$ cat config.mk
export PLATFORM = sky130hd
export DESIGN_NAME = palette_pixel_unpacker
export DESIGN_NICKNAME = d
export VERILOG_FILES = /design/src/rtl/pxu_pkg.sv /design/src/rtl/pxu_mode_dec.sv /design/src/rtl/pxu_slicer.sv /design/src/rtl/pxu_palette.sv /design/src/rtl/palette_pixel_unpacker.sv
export SDC_FILE = /design/constraint.sdc
export NUM_CORES = 2
export LEC_CHECK = 0
export ABC_AREA = 1
export BUFFER_PORTS_ARGS = -buffer_cell sky130_fd_sc_hd__buf_2
export CELL_PAD_IN_SITES_DETAIL_PLACEMENT = 1
export CELL_PAD_IN_SITES_GLOBAL_PLACEMENT = 2
export CORE_MARGIN = 1
export CORE_UTILIZATION = 45
export DETAILED_ROUTE_END_ITERATION = 16
export PLACE_DENSITY_LB_ADDON = 0.3
export SYNTH_ARGS = -nofsm -noshare
export SYNTH_HDL_FRONTEND = slang
export SYNTH_SLANG_ARGS = --single-unit
$ cat constraint.sdc
create_clock -name clk -period 8.1 [get_ports clk]
set_input_delay 0.81 -clock clk [delete_from_list [all_inputs] [get_ports clk]]
set_output_delay 0.81 -clock clk [all_outputs]
set_load 0.005 [all_outputs]
$ cat src/rtl/pxu_pkg.sv
package pxu_pkg;
    localparam int WORD_W  = 16;
    localparam int IDX_W   = 8;
    localparam int COLOR_W = 12;
    localparam int CNT_W   = $clog2(WORD_W);
    localparam int LG_W    = 2;

    typedef enum logic [2:0] {
        DEPTH_1  = 3'b000,
        DEPTH_2  = 3'b001,
        DEPTH_4  = 3'b010,
        DEPTH_8  = 3'b011,
        DEPTH_16 = 3'b100
    } depth_e;

    typedef struct packed {
        logic [WORD_W-1:0] word;
        logic [CNT_W-1:0]  cnt;
        logic [CNT_W-1:0]  last;
        logic [LG_W-1:0]   lg;
        logic              lut;
        logic              busy;
    } slice_t;

    typedef struct packed {
        logic               valid;
        logic               use_pal;
        logic [COLOR_W-1:0] raw;
    } outp_t;
endpackage

$ cat src/rtl/pxu_mode_dec.sv
module pxu_mode_dec
    import pxu_pkg::*;
(
    input  logic [2:0]       depth,
    input  logic             active_panel,
    input  logic             wide24,
    output logic             lut_en,
    output logic [LG_W-1:0]  lg,
    output logic [CNT_W-1:0] last
);
    logic indexed;

    always_comb begin
        indexed = (depth[2] == 1'b0);
        lut_en  = indexed && !(active_panel && wide24);
        lg      = depth[LG_W-1:0];
        if (lut_en) begin
            last = CNT_W'((WORD_W >> lg) - 1);
        end else begin
            last = '0;
        end
    end
endmodule

$ cat src/rtl/pxu_slicer.sv
module pxu_slicer
    import pxu_pkg::*;
(
    input  logic               clk,
    input  logic               rst_n,
    input  logic               in_valid,
    output logic               in_ready,
    input  logic [WORD_W-1:0]  in_word,
    input  logic               dec_lut,
    input  logic [LG_W-1:0]    dec_lg,
    input  logic [CNT_W-1:0]   dec_last,
    output logic               pix_valid,
    output logic               pix_lut,
    output logic [IDX_W-1:0]   pix_idx,
    output logic [COLOR_W-1:0] pix_raw
);
    slice_t s_d, s_q;
    logic   is_last;
    logic   accept;
    logic [CNT_W:0]    shamt;
    logic [WORD_W-1:0] shifted;
    logic [IDX_W-1:0]  mask;

    always_comb begin
        is_last  = s_q.busy && (s_q.cnt == s_q.last);
        in_ready = !s_q.busy || is_last;
        accept   = in_valid && in_ready;

        s_d = s_q;
        if (s_q.busy) begin
            s_d.cnt = s_q.cnt + 1'b1;
            if (is_last) begin
                s_d.busy = 1'b0;
            end
        end
        if (accept) begin
            s_d.word = in_word;
            s_d.cnt  = '0;
            s_d.last = dec_last;
            s_d.lg   = dec_lg;
            s_d.lut  = dec_lut;
            s_d.busy = 1'b1;
        end

        shamt   = {1'b0, s_q.cnt} << s_q.lg;
        shifted = s_q.word >> shamt;
        case (s_q.lg)
            2'd0:    mask = IDX_W'(8'h01);
            2'd1:    mask = IDX_W'(8'h03);
            2'd2:    mask = IDX_W'(8'h0F);
            default: mask = IDX_W'(8'hFF);
        endcase

        pix_valid = s_q.busy;
        pix_lut   = s_q.lut;
        pix_idx   = shifted[IDX_W-1:0] & mask;
        pix_raw   = s_q.word[COLOR_W-1:0];
    end

    always_ff @(posedge clk) begin
        if (!rst_n) begin
            s_q <= '0;
        end else begin
            s_q <= s_d;
        end
    end

    // the pixel counter never runs past the final pixel of a halfword
    a_r2_cnt_bound: assert property (@(posedge clk) disable iff (!rst_n)
        s_q.busy |-> (s_q.cnt <= s_q.last));

    // a halfword with pixels left keeps the stage busy and advances by one
    a_r9_advance: assert property (@(posedge clk) disable iff (!rst_n)
        (s_q.busy && !is_last) |=> (s_q.busy && s_q.cnt == $past(s_q.cnt) + 1'b1));

    // the held halfword does not change before its final pixel
    a_r12_hold: assert property (@(posedge clk) disable iff (!rst_n)
        (s_q.busy && !is_last) |=> $stable(s_q.word));

    // a bypassed halfword produces exactly one pixel
    a_r6_single: assert property (@(posedge clk) disable iff (!rst_n)
        (accept && !dec_lut) |=> (pix_valid && in_ready));
endmodule

$ cat src/rtl/pxu_palette.sv
module pxu_palette
    import pxu_pkg::*;
(
    input  logic               clk,
    input  logic               rst_n,
    input  logic               pal_we,
    input  logic [IDX_W-1:0]   pal_waddr,
    input  logic [COLOR_W-1:0] pal_wdata,
    input  logic               pix_valid,
    input  logic               pix_lut,
    input  logic [IDX_W-1:0]   pix_idx,
    input  logic [COLOR_W-1:0] pix_raw,
    output logic               out_valid,
    output logic [COLOR_W-1:0] out_color
);
    localparam int DEPTH = 1 << IDX_W;

    logic [COLOR_W-1:0] mem [DEPTH];
    logic [COLOR_W-1:0] rd_q;
    outp_t o_d, o_q;

    always_ff @(posedge clk) begin
        if (pal_we) begin
            mem[pal_waddr] <= pal_wdata;
        end
    end

    always_ff @(posedge clk) begin
        if (pix_valid && pix_lut) begin
            rd_q <= mem[pix_idx];
        end
    end

    always_comb begin
        o_d.valid   = pix_valid;
        o_d.use_pal = pix_lut;
        o_d.raw     = pix_raw;
        out_valid   = o_q.valid;
        out_color   = o_q.use_pal ? rd_q : o_q.raw;
    end

    always_ff @(posedge clk) begin
        if (!rst_n) begin
            o_q <= '0;
        end else begin
            o_q <= o_d;
        end
    end

    // each unpacked pixel appears exactly one cycle later
    a_r10_latency: assert property (@(posedge clk) disable iff (!rst_n)
        pix_valid |=> out_valid);
    a_r10_no_extra: assert property (@(posedge clk) disable iff (!rst_n)
        !pix_valid |=> !out_valid);

    // bypassed pixels carry the lower 12 bits of the halfword
    a_r6_bypass: assert property (@(posedge clk) disable iff (!rst_n)
        (pix_valid && !pix_lut) |=> (out_color == $past(pix_raw)));
endmodule

$ cat src/rtl/palette_pixel_unpacker.sv
module palette_pixel_unpacker
    import pxu_pkg::*;
(
    input  logic        clk,
    input  logic        rst_n,
    input  logic [2:0]  cfg_depth,
    input  logic        cfg_active_panel,
    input  logic        cfg_wide24,
    input  logic        in_valid,
    output logic        in_ready,
    input  logic [15:0] in_word,
    input  logic        pal_we,
    input  logic [7:0]  pal_waddr,
    input  logic [11:0] pal_wdata,
    output logic        out_valid,
    output logic [11:0] out_color
);
    logic               dec_lut;
    logic [LG_W-1:0]    dec_lg;
    logic [CNT_W-1:0]   dec_last;
    logic               pix_valid;
    logic               pix_lut;
    logic [IDX_W-1:0]   pix_idx;
    logic [COLOR_W-1:0] pix_raw;

    pxu_mode_dec u_dec (
        .depth        (cfg_depth),
        .active_panel (cfg_active_panel),
        .wide24       (cfg_wide24),
        .lut_en       (dec_lut),
        .lg           (dec_lg),
        .last         (dec_last)
    );

    pxu_slicer u_slice (
        .clk       (clk),
        .rst_n     (rst_n),
        .in_valid  (in_valid),
        .in_ready  (in_ready),
        .in_word   (in_word),
        .dec_lut   (dec_lut),
        .dec_lg    (dec_lg),
        .dec_last  (dec_last),
        .pix_valid (pix_valid),
        .pix_lut   (pix_lut),
        .pix_idx   (pix_idx),
        .pix_raw   (pix_raw)
    );

    pxu_palette u_pal (
        .clk       (clk),
        .rst_n     (rst_n),
        .pal_we    (pal_we),
        .pal_waddr (pal_waddr),
        .pal_wdata (pal_wdata),
        .pix_valid (pix_valid),
        .pix_lut   (pix_lut),
        .pix_idx   (pix_idx),
        .pix_raw   (pix_raw),
        .out_valid (out_valid),
        .out_color (out_color)
    );

    // an active panel in 24-bit mode never selects the palette
    a_r7_block: assert property (@(posedge clk) disable iff (!rst_n)
        (in_valid && in_ready && cfg_active_panel && cfg_wide24) |=> (pix_valid && !pix_lut));

    // a passive panel with an indexed code always selects the palette
    a_r8_passive: assert property (@(posedge clk) disable iff (!rst_n)
        (in_valid && in_ready && !cfg_active_panel && !cfg_depth[2]) |=> (pix_valid && pix_lut));
endmodule

==> results.sh <==
export IMPL_outcome="finished, final reports clean"
export IMPL_cts_sinks=3125
export IMPL_syn_avg_cell_area_sq_um=11.2
export IMPL_clk_pin_slew_ns=0.06
export IMPL_maxCapViolCount=0
export IMPL_rr_startpoint="u_slice.s_q[8]"
export IMPL_arrival_ns=6.64
export IMPL_power_frac_seq_pct=46.7
export IMPL_areaGrowthSynthToFinish_pct=10.9
export IMPL_synthesis_yosys_warnings=0
export IMPL_hold_viol=0
export IMPL_dr_wl_met3_microns=32000
export IMPL_relSlewSlack_pct=6.78
export IMPL_worstSetupStartpoint="u_slice.s_q[8]"
export IMPL_switchingPower_mw=10.7
export IMPL_dp_slack_ns=2.21
export IMPL_synth_top_cell_by_area="edfxtp_1"
export IMPL_syn_cell_area_sq_um=136000
export IMPL_dp_cells=15500
export IMPL_tightestPinTransition_ns=1.39
export IMPL_overflow=0
export IMPL_gp_congestion=0.833
export IMPL_required_ns=8.73
export IMPL_yosysUniqueCellTypes=36
export IMPL_drt_wl_total_microns=453000
export IMPL_dieWidth_microns=551
export IMPL_synthCells=12100
export IMPL_ant_nets=0
export IMPL_crit_top_cell="nand3_1"
export IMPL_switching_share_pct=28.1
export IMPL_hp_class="primary input to flop"
export IMPL_most_common_layout_cells="3084 x edfxtp_1, 2856 x nand3_1, 2618 x nand2_1, 1235 x inv_1, 601 x nand3b_1"
export IMPL_power_density_nw_per_um2=255
export IMPL_hold_start="cfg_depth[0]"
export IMPL_setup_viol=0
export IMPL_crit_family="simple AND/OR/NAND/NOR gates"
export IMPL_dieArea_sq_um=303000
export IMPL_dr_total_vias=95000
export IMPL_layout_cells_non_filler=16200
export IMPL_clk_path_buf_depth=4
export IMPL_design_area_sq_um=150000
export IMPL_crit_fanout=70
export IMPL_wire_per_inst_microns=28.0
export IMPL_fmax_mhz=167
export IMPL_final_common_cell="edfxtp_1"
export IMPL_synth_seq_cells=3125
export IMPL_wl_met2_microns=213000
export IMPL_row_count=201
export IMPL_combPwrFrac_pct=14.5
export IMPL_io_pins=59
export IMPL_grt_usage_pct=29.5
export IMPL_cts_root_buf="clkbuf_16"
export IMPL_cts_resized=0
export IMPL_hold_buffers=0
export IMPL_cts_tree="yes"
export IMPL_dr_max_layer_used="met5"
export IMPL_clock_skew_ns=0.0477
export IMPL_cp_slowest_cell="dfxtp_1"
export IMPL_cts_repair_timing_setup_buffer_count=0
export IMPL_drive_gt1_share_pct=7.28
export IMPL_die_y_microns=551
export IMPL_initial_utilization_pct=45.2
export IMPL_cts_htree_levels=5
export IMPL_drv_slew=0
export IMPL_first_iter_violations=10100
export IMPL_end_kind="flop"
export IMPL_power_leakage_nw=56.8
export IMPL_fin_ws_ns=2.10
export IMPL_setup_tns_ns=0
export IMPL_fin_crit_sh_pct=74.1
export IMPL_peakVddDrop_mv=0.175
export IMPL_slowest_delay_ns=0.70
export IMPL_internal_power_mw=27.5
export IMPL_place_area_sq_um=140000
export IMPL_rsz0062_at_grt="no"
export IMPL_critPathBufInv=4
export IMPL_worst_setup_path_start_kind="flop"
export IMPL_grt_antenna_before_repair=23
export IMPL_synth_area_leaders="edfxtp_1 68%, nand3_1 11%, nand2_1 7.3%"
export IMPL_core_area_sq_um=300000
export IMPL_nNetsFinal=12000
export IMPL_cts_buffers=338
export IMPL_drc=0
export IMPL_grt_pass1_vias=96700
export IMPL_ys_seq_area_share_pct=68.9
export IMPL_path_cells="inv_1 > nand2_1 > nand3_2 > inv_2 > nand2_1 > nand3_1 > nand3_1 > nand2_8 > buf_4 > buf_4 > nand3b_1 > nand3_1 > nand3_1 > nand3_1 > nand3_1 > nand3_1 > nand3_1 > nand3_1 > nand2_1"
export IMPL_dpl_hpwl_microns=255000
export IMPL_fin_crit_ns=6.00
export IMPL_grt_start_max_net_pins=160
export IMPL_viasPerCell=5.88
export IMPL_critPathKind="flop to flop"
export IMPL_clkPwrFrac_pct=38.8
export IMPL_dr_pass1_iters=5
export IMPL_clk_insertion_delay_late_ns=0.95
export IMPL_syn_num_nets=12100
export IMPL_grt_pass1_wl_microns=660000
export IMPL_port_buffers=58
export IMPL_synth_top_area_share_pct=68.3
export IMPL_drt_met1_wl_microns=190000
## cells in the mapped netlist
library cell  instances
xor2_1                4
inv_1              1237
inv_2                 8
dfxtp_1              41
o21ai_0              21
nand3b_1            601
o21a_1                1
edfxtp_1           3084
buf_1                41
a32oi_1               2
buf_2               511
nand3_2               3
a31oi_1               1
or2_2                 1
ha_1                  1
clkinv_2              1
o41ai_1               1
o21ai_2               1
nor3_1                1
nor3b_1               1
buf_4                29
nand3_1            2856
o211ai_2              2
nor2_2                3
clkbuf_1            227
nor2_1              304
mux2_2               12
nand2_2               4
nand2_1            2634
a21oi_1              21
o21ai_1              10
o22ai_1               1
o211ai_1            351
nor2_4                1
xnor2_1               1
buf_6                47
## power groups by stage
| stage | registers (mW) | logic [mW] | clock network (mW) |
|---|---|---|---|
| final | 17.8 | 5.55 | 14.8 |
| after global routing | 17.8 | 6.02 | 15.6 |
| after CTS | 17.8 | 5.55 | 15.0 |
| after detailed placement | 18.2 | 5.52 | 0 |
| after global placement | 18.2 | 5.38 | 0 |
| after floorplan | 18.2 | 3.56 | 0 |
## cell families (layout without fill, tap and decap cells)
group	count (synthesis)	in the layout	synth area share, %
AOI/OAI and AO/OA	412	412	2.20
xor gates and xnor gates	5	5	0.0323
adders and majority gates	1	1	0.00923
buffers and inverters	2101	2218	6.63
DFF	3125	3125	68.9
muxes	12	12	0.0997
other	0	12	0
and+or+nand+nor	6409	6409	22.1
## flip-flops by register name, indices dropped and copies added, names as in the netlist
| signal | count |
|---|---|
| u_pal.mem | 3072 |
| u_pal.o_q | 13 |
| u_pal.out_valid | 1 |
| u_pal.rd_q | 12 |
| u_slice.pix_raw | 12 |
| u_slice.pix_valid | 1 |
| u_slice.s_q | 14 |
## path summary, 6_finish.rpt
path,depth (start not counted),slack [ns],endpoint
min,2,0.15,u_slice.s_q[7]
min reg2reg,2,0.43,u_pal.o_q[4]
max reg2reg,19,2.10,u_pal.rd_q[2]
max,19,2.10,u_pal.rd_q[2]
## area by class of cell
type / instances / area (sq um)
diodes: 12 / 30.0
clock buffers: 419 / 8870
clock inverters: 180 / 1500
fillers: 31300 / 150000
inverters: 1246 / 4720
multi-input cells: 6839 / 33300
flip-flops and latches: 3125 / 93400
well taps: 3958 / 4950
repair buffers: 373 / 3480
## per-stage QoR
step	util [%]	hold slack, ns	total power [mW]
5_1_grt	50.1	0.125	39.4
3_3_place_gp	46.6	0.443	23.6
3_5_place_dp	46.6	0.447	23.7
2_1_floorplan	-	0.407	21.7
6_report	50.1	0.152	38.2
4_1_cts	50.1	0.0963	38.4
## routing by layer
layer  vias up  track usage [%]
met5         -                0
met4        10             11.6
met3       773             4.34
met2      3612             47.5
met1     48900             40.5
li1      41600                -
Note: power is estimated with default switching activity, not from simulation.
